[config.mk]
export PLATFORM = sky130hd
export DESIGN_NAME = spi_reg_port
export DESIGN_NICKNAME = d
export VERILOG_FILES = /design/src/rtl/spi_reg_port_pkg.sv /design/src/rtl/spi_in_sync.sv /design/src/rtl/spi_byte_rx.sv /design/src/rtl/spi_txn_ctrl.sv /design/src/rtl/spi_reg_bank.sv /design/src/rtl/spi_reg_port.sv
export SDC_FILE = /design/constraint.sdc
export NUM_CORES = 1
export LEC_CHECK = 0
export BUFFER_PORTS_ARGS = -buffer_cell sky130_fd_sc_hd__buf_4
export CAP_MARGIN = 20
export CORE_MARGIN = 10
export CORE_UTILIZATION = 45
export CTS_CLUSTER_DIAMETER = 100
export DETAILED_ROUTE_END_ITERATION = 16
export PLACE_DENSITY_LB_ADDON = 0.08
export REMOVE_ABC_BUFFERS = 1
export SLEW_MARGIN = 30
export SYNTH_ARGS = -nofsm -noshare
export SYNTH_HDL_FRONTEND = slang
export SYNTH_SLANG_ARGS = --single-unit
[constraint.sdc]
create_clock -name clk_i -period 2.9 [get_ports clk_i]
set_input_delay 0.58 -clock clk_i [delete_from_list [all_inputs] [get_ports clk_i]]
set_output_delay 0.58 -clock clk_i [all_outputs]
set_load 0.02 [all_outputs]
[src/rtl/spi_reg_port_pkg.sv]
package spi_reg_port_pkg;
  localparam int ADDR_W = 4;
  localparam int DATA_W = 8;

  typedef enum logic [1:0] {
    ST_ID   = 2'd0,
    ST_PTR  = 2'd1,
    ST_DATA = 2'd2,
    ST_SKIP = 2'd3
  } txn_state_e;
endpackage

[src/rtl/spi_in_sync.sv]
module spi_in_sync #(
  parameter int   STAGES  = 2,
  parameter logic RST_VAL = 1'b0
) (
  input  logic clk_i,
  input  logic rst_ni,
  input  logic d_i,
  output logic q_o,
  output logic rise_o,
  output logic fall_o
);
  logic [STAGES-1:0] chain_q;
  logic              prev_q;

  always_ff @(posedge clk_i or negedge rst_ni) begin
    if (!rst_ni) begin
      chain_q <= {STAGES{RST_VAL}};
      prev_q  <= RST_VAL;
    end else begin
      chain_q <= {chain_q[STAGES-2:0], d_i};
      prev_q  <= chain_q[STAGES-1];
    end
  end

  assign q_o    = chain_q[STAGES-1];
  assign rise_o = chain_q[STAGES-1] & ~prev_q;
  assign fall_o = ~chain_q[STAGES-1] & prev_q;
endmodule

[src/rtl/spi_byte_rx.sv]
module spi_byte_rx
  import spi_reg_port_pkg::*;
(
  input  logic              clk_i,
  input  logic              rst_ni,
  input  logic              active_i,
  input  logic              bit_stb_i,
  input  logic              bit_i,
  output logic              byte_vld_o,
  output logic [DATA_W-1:0] byte_o
);
  localparam int CNT_W = $clog2(DATA_W);

  logic [CNT_W-1:0]  cnt_q;
  logic [DATA_W-2:0] sh_q;

  always_ff @(posedge clk_i or negedge rst_ni) begin
    if (!rst_ni) begin
      cnt_q      <= '0;
      sh_q       <= '0;
      byte_vld_o <= 1'b0;
      byte_o     <= '0;
    end else begin
      byte_vld_o <= 1'b0;
      if (!active_i) begin
        cnt_q <= '0;  // partial byte dropped
      end else if (bit_stb_i) begin
        sh_q  <= {sh_q[DATA_W-3:0], bit_i};
        cnt_q <= cnt_q + CNT_W'(1);
        if (cnt_q == CNT_W'(DATA_W - 1)) begin
          byte_vld_o <= 1'b1;
          byte_o     <= {sh_q, bit_i};
        end
      end
    end
  end

  p_cnt_clear_r7: assert property (@(posedge clk_i) disable iff (!rst_ni)
    !active_i |=> cnt_q == '0);
endmodule

[src/rtl/spi_txn_ctrl.sv]
module spi_txn_ctrl
  import spi_reg_port_pkg::*;
#(
  parameter logic [6:0] CHIP_ID = 7'h10
) (
  input  logic              clk_i,
  input  logic              rst_ni,
  input  logic              active_i,
  input  logic              byte_vld_i,
  input  logic [DATA_W-1:0] byte_i,
  output logic              wr_en_o,
  output logic [ADDR_W-1:0] wr_addr_o,
  output logic [DATA_W-1:0] wr_data_o
);
  txn_state_e        state_q;
  logic [ADDR_W-1:0] ptr_q;
  logic              incr_q;

  always_ff @(posedge clk_i or negedge rst_ni) begin
    if (!rst_ni) begin
      state_q   <= ST_ID;
      ptr_q     <= '0;
      incr_q    <= 1'b0;
      wr_en_o   <= 1'b0;
      wr_addr_o <= '0;
      wr_data_o <= '0;
    end else begin
      wr_en_o <= 1'b0;
      if (!active_i) begin
        state_q <= ST_ID;
      end else if (byte_vld_i) begin
        unique case (state_q)
          ST_ID:   state_q <= (byte_i == {CHIP_ID, 1'b0}) ? ST_PTR : ST_SKIP;
          ST_PTR: begin
            incr_q  <= byte_i[DATA_W-1];
            ptr_q   <= byte_i[ADDR_W-1:0];
            state_q <= ST_DATA;
          end
          ST_DATA: begin
            wr_en_o   <= 1'b1;
            wr_addr_o <= ptr_q;
            wr_data_o <= byte_i;
            if (incr_q) ptr_q <= ptr_q + ADDR_W'(1);
          end
          default: state_q <= ST_SKIP;
        endcase
      end
    end
  end

  p_ptr_step_r4: assert property (@(posedge clk_i) disable iff (!rst_ni)
    (active_i && byte_vld_i && state_q == ST_DATA && incr_q)
      |=> ptr_q == $past(ptr_q) + ADDR_W'(1));
  p_ptr_hold_r5: assert property (@(posedge clk_i) disable iff (!rst_ni)
    (active_i && byte_vld_i && state_q == ST_DATA && !incr_q) |=> $stable(ptr_q));
  p_skip_no_write_r2: assert property (@(posedge clk_i) disable iff (!rst_ni)
    (state_q == ST_SKIP) |=> !wr_en_o);
endmodule

[src/rtl/spi_reg_bank.sv]
module spi_reg_bank
  import spi_reg_port_pkg::*;
#(
  parameter int         NUM_REGS    = 13,
  parameter int         MIX_FIRST   = 3,
  parameter int         MIX_LAST    = 5,
  parameter logic [3:0] MIX_DEFAULT = 4'h9,
  parameter logic [3:0] REV_CODE    = 4'h1
) (
  input  logic                       clk_i,
  input  logic                       rst_ni,
  input  logic                       wr_en_i,
  input  logic [ADDR_W-1:0]          wr_addr_i,
  input  logic [DATA_W-1:0]          wr_data_i,
  output logic [NUM_REGS*DATA_W-1:0] regs_o
);
  localparam int RO_ADDR = NUM_REGS;

  for (genvar a = 1; a <= NUM_REGS; a++) begin : g_reg
    if (a == RO_ADDR) begin : g_ro
      assign regs_o[(a-1)*DATA_W +: DATA_W] = {4'h0, REV_CODE};
    end else begin : g_rw
      localparam logic [DATA_W-1:0] DFLT =
        (a >= MIX_FIRST && a <= MIX_LAST) ? {4'h0, MIX_DEFAULT} : '0;
      logic [DATA_W-1:0] r_q;
      always_ff @(posedge clk_i or negedge rst_ni) begin
        if (!rst_ni)                                    r_q <= DFLT;
        else if (wr_en_i && wr_addr_i == ADDR_W'(a))    r_q <= wr_data_i;
      end
      assign regs_o[(a-1)*DATA_W +: DATA_W] = r_q;
    end
  end

  p_ro_ignored_r6: assert property (@(posedge clk_i) disable iff (!rst_ni)
    (wr_en_i && wr_addr_i == ADDR_W'(RO_ADDR)) |=> $stable(regs_o));
  p_idle_stable_r2: assert property (@(posedge clk_i) disable iff (!rst_ni)
    !wr_en_i |=> $stable(regs_o));
endmodule

[src/rtl/spi_reg_port.sv]
module spi_reg_port
  import spi_reg_port_pkg::*;
#(
  parameter int         NUM_REGS    = 13,
  parameter int         SYNC_STAGES = 2,
  parameter logic [6:0] CHIP_ID     = 7'h10,
  parameter int         MIX_FIRST   = 3,
  parameter int         MIX_LAST    = 5,
  parameter logic [3:0] MIX_DEFAULT = 4'h9,
  parameter logic [3:0] REV_CODE    = 4'h1
) (
  input  logic                       clk_i,
  input  logic                       rst_ni,
  input  logic                       cs_ni,
  input  logic                       sclk_i,
  input  logic                       mosi_i,
  output logic                       spi_mode_o,
  output logic [NUM_REGS*DATA_W-1:0] regs_o
);
  logic cs_q, cs_rise, cs_fall;
  logic sclk_q, sclk_rise, sclk_fall;
  logic mosi_q, mosi_rise, mosi_fall;
  logic              byte_vld;
  logic [DATA_W-1:0] byte_d;
  logic              wr_en;
  logic [ADDR_W-1:0] wr_addr;
  logic [DATA_W-1:0] wr_data;
  logic              mode_q;

  spi_in_sync #(.STAGES(SYNC_STAGES), .RST_VAL(1'b1)) u_cs_sync (
    .clk_i, .rst_ni, .d_i(cs_ni), .q_o(cs_q), .rise_o(cs_rise), .fall_o(cs_fall));
  spi_in_sync #(.STAGES(SYNC_STAGES), .RST_VAL(1'b0)) u_sclk_sync (
    .clk_i, .rst_ni, .d_i(sclk_i), .q_o(sclk_q), .rise_o(sclk_rise), .fall_o(sclk_fall));
  spi_in_sync #(.STAGES(SYNC_STAGES), .RST_VAL(1'b0)) u_mosi_sync (
    .clk_i, .rst_ni, .d_i(mosi_i), .q_o(mosi_q), .rise_o(mosi_rise), .fall_o(mosi_fall));

  spi_byte_rx u_rx (
    .clk_i, .rst_ni, .active_i(~cs_q), .bit_stb_i(sclk_rise), .bit_i(mosi_q),
    .byte_vld_o(byte_vld), .byte_o(byte_d));

  spi_txn_ctrl #(.CHIP_ID(CHIP_ID)) u_ctrl (
    .clk_i, .rst_ni, .active_i(~cs_q), .byte_vld_i(byte_vld), .byte_i(byte_d),
    .wr_en_o(wr_en), .wr_addr_o(wr_addr), .wr_data_o(wr_data));

  spi_reg_bank #(
    .NUM_REGS(NUM_REGS), .MIX_FIRST(MIX_FIRST), .MIX_LAST(MIX_LAST),
    .MIX_DEFAULT(MIX_DEFAULT), .REV_CODE(REV_CODE)
  ) u_bank (
    .clk_i, .rst_ni, .wr_en_i(wr_en), .wr_addr_i(wr_addr), .wr_data_i(wr_data),
    .regs_o);

  // serial format latched on first select edge, held until reset
  always_ff @(posedge clk_i or negedge rst_ni) begin
    if (!rst_ni)      mode_q <= 1'b0;
    else if (cs_fall) mode_q <= 1'b1;
  end
  assign spi_mode_o = mode_q;

  p_mode_sticky_r8: assert property (@(posedge clk_i) disable iff (!rst_ni)
    mode_q |=> mode_q);
  p_mode_set_r8: assert property (@(posedge clk_i) disable iff (!rst_ni)
    cs_fall |=> mode_q);

  logic unused_edges;
  assign unused_edges = ^{cs_rise, sclk_fall, mosi_rise, mosi_fall, sclk_q};
endmodule

==> results.md <==
- Outcome: completed
- Post-route ant nets: 0
- CP endpoint kind: flop
- Vias: 3176
- FF-to-FF path depth: 3
- Initial antenna violation count: 0
- Max-slew violation count: 0
- Clk_skew: a little under 0.007 ns
- Crit start category: flop
- IO buf count: 101
- Post-Route WL: 12000 um
- Worst setup path start: u_ctrl.wr_en_o$_DFF_PN0_
- Remaining global-route overflow: 0
- Final hold vios: 0
- Post-CTS Repair Setup Buffers: 0
- Hold buffers post-CTS: 0
- Post-Syn Area: 5670 um2
- Drt pass-1 iters: 4
- Max_cap viols: 0
- Pre-CTS setup slack: 1.02 ns
- DIE AREA: 17500 um2
- TritonCTS clock tree: done
- Final #Nets: 471
- WHS: 0.161 ns
- Crit Path Max Fanout: 8
- Fin worst setup slack: 1.04 ns
- Clock Sinks: 144
- Tot Pwr: between 4 and 5 mW
- Gpl congestion: 0.738
- Area leader, netlist: dfrtp_1
- Fin crit period: 1.86 ns
- Initial core utilization: 46.7%
- Slew HR: 54.1%
- Arr. time, crit path: 2.15 ns
- Antenna Cells: 0
- Leading cell type in the layout, fill and taps excluded: dfrtp_1
- DR WL/cell: about 19 um
- CTS root buf: clkbuf_16
- Tot GR Track Use: between 10 and 15%
- Ranking of synthesized cells by area: dfrtp_1 (60%), mux2_2 (23%), dfstp_2 (4.2%)
- R2r startpoint: u_ctrl.wr_en_o$_DFF_PN0_
- RSZ-0062 raised after global routing: false
- RR Endpoint: u_bank.g_reg[3].g_rw.r_q[2]$_DFFE_PN0P_
- H-tree depth: 4
- Clk slew on worst S/H paths: roughly 0.05 ns
- TritonCTS Buffers: 17
- Layout cell share with drive strength beyond 1: between 50 and 60%
- EDFF count, synth: 0
- PwrDens: roughly 600 nW/um2
- Cells after DPL: 612
- Most used cells in the layout excluding fill and tap cells: dfrtp_1 (135), mux2_2 (117), buf_4 (101), clkbuf_16 (17)
- Peak Freq: 537 MHz
- Post-synth top area share: 59.5%
- DIE WIDTH: 132 um
- LEAKAGE: roughly 3.7 nW
- Finished Layout Cells: 643
- Post-CTS sizing: 0
- Post-synthesis async set-or-reset flop share: 100%
- I/O pin cnt: 110
- Via-per-instance ratio: about 4.9
- Yosys warning count: 0
- Num rows: 40
- Core footprint: approximately 12000 um2
- Reg2reg setup slack: 1.04 ns
- Synthesized flop and latch total: about 140
- Crit Path Class: reg2reg
- Worst slew pin tran: 0.686 ns
- Register area share after synthesis: a little under two thirds
- Main synth FF type: dfrtp_1
- Max clock buf depth: 2
- Final cycle utilization of the critical path: 64.2%
- Max IR drop VDD: roughly 0.00045 V
- Multi-input logic area: 1930 um2
- Filler cells: 1043
- Register area: about 3600 um2
- CP required: 3.19 ns
- Die extent in y: 132 um
- DRC: 0
- Unique masters post-synth: 37
- Final Setup Violations: 0
- Global-route wire length before repair: 19600 um
- Class of the worst hold path: in2async
- Avg Inst Size Synth: 15.8 um2
- Synthesized instance count: 358
- Vias in the first global route: 3506
- Layout area overhead: 26.0%
- Dpl hpwl: around 8400 um
- Final TNS setup: 0 ns
- Largest net degree at the start of global routing: 70
- Skew-Pair Late Insertion Delay: 0.41 ns
- DRT iter0 DRCs: between 100 and 150
critical path, cell delays in order, from the launching register on:
cell	delay, ns
dfrtp_1	0.46
nor3b_4	0.28
nor2b_1	0.60
mux2_2	0.41
logic make-up after synthesis:
group	count (synthesis)	share of synthesized area (%)
AO/OA/AOI/OAI	12	1.63
XOR/XNOR	2	0.309
adder cells (fa/ha/maj)	3	0.662
buffers and inverters	26	2.69
flip-flops	144	63.7
multiplexers	129	25.5
other	2	0.132
AND/OR/NAND/NOR	40	5.34
where the power goes:
part | leakage, nW | internal (mW) | total [mW] | switching (mW)
logic | 1.49 | 0.0421 | 0.104 | 0.0614
registers | 1.95 | 2.06 | 2.09 | 0.0330
clock network | 0.294 | 1.41 | 2.17 | 0.760
total | 3.74 | 3.51 | 4.37 | 0.855
metal layers:
metal  GRT usage [%]  vias to the layer above  share of wire (%)
met5               0                        -                  0
li1                -                     1462                  -
met3            5.72                       11                6.4
met1            17.5                     1625                 45
met4            5.87                        0                1.3
met2            21.8                       78                 47
sequential cells by signal, indices dropped and copies added, names as in the netlist:
name	cells
u_sclk_sync.chain_q	2
u_rx.cnt_q	3
u_cs_sync.chain_q	2
u_ctrl.wr_en_o	1
u_ctrl.wr_data_o	8
spi_mode_o	1
u_mosi_sync.chain_q	2
u_ctrl.state_q	2
u_sclk_sync.prev_q	1
u_rx.byte_vld_o	1
u_ctrl.incr_q	1
u_rx.byte_o	8
u_bank.g.g_rw.r_q	96
u_cs_sync.prev_q	1
u_ctrl.ptr_q	4
u_rx.sh_q	7
u_ctrl.wr_addr_o	4
final cells by class:
class	instances	area share (%)
Clock inverter	7	1.54
Sequential cell	144	50.6
Multi-Input combinational cell	194	27.0
Clock buffer	24	6.74
Inverter	3	0.158
Timing Repair Buffer	103	11.0
Tap cell	168	2.94
synth_stat cells, drive strengths merged, types with 2 or more instances:
library cell and n:
a21o 2, a221oi 3, a2bb2oi 2, buf 14, clkbuf 9, conb 2, dfrtp 135, dfstp 9
ha 3, inv 3, mux2 126, mux2i 3, nand2 2, nand2b 8, nand3b 6, nor2 14
nor2b 3, nor3b 2
through the flow:
stage / utilization [%] / area (um2)
final: 58.8 / 7150
after CTS: 58.8 / 7150
after global placement: 53.9 / 6560
after global routing: 58.8 / 7150
after floorplan: - / 5560
after detailed placement: 53.9 / 6560
how the worst max path moves through the flow:
stage / slack (ns) / cells past startpoint / end
final: 1.04 / 3 / u_bank.g_reg[3].g_rw.r_q[2]$_DFFE_PN0P_
after global routing: 0.90 / 3 / u_bank.g_reg[3].g_rw.r_q[7]$_DFFE_PN0P_
after CTS: 1.01 / 3 / u_bank.g_reg[3].g_rw.r_q[7]$_DFFE_PN0P_
after detailed placement: 1.02 / 3 / u_bank.g_reg[3].g_rw.r_q[7]$_DFFE_PN0P_
after global placement: 1.10 / 3 / u_bank.g_reg[3].g_rw.r_q[7]$_DFFE_PN0P_
after floorplan: 1.24 / 3 / u_bank.g_reg[3].g_rw.r_q[1]$_DFFE_PN0P_
No activity file was read; power rests on OpenSTA's default activity.
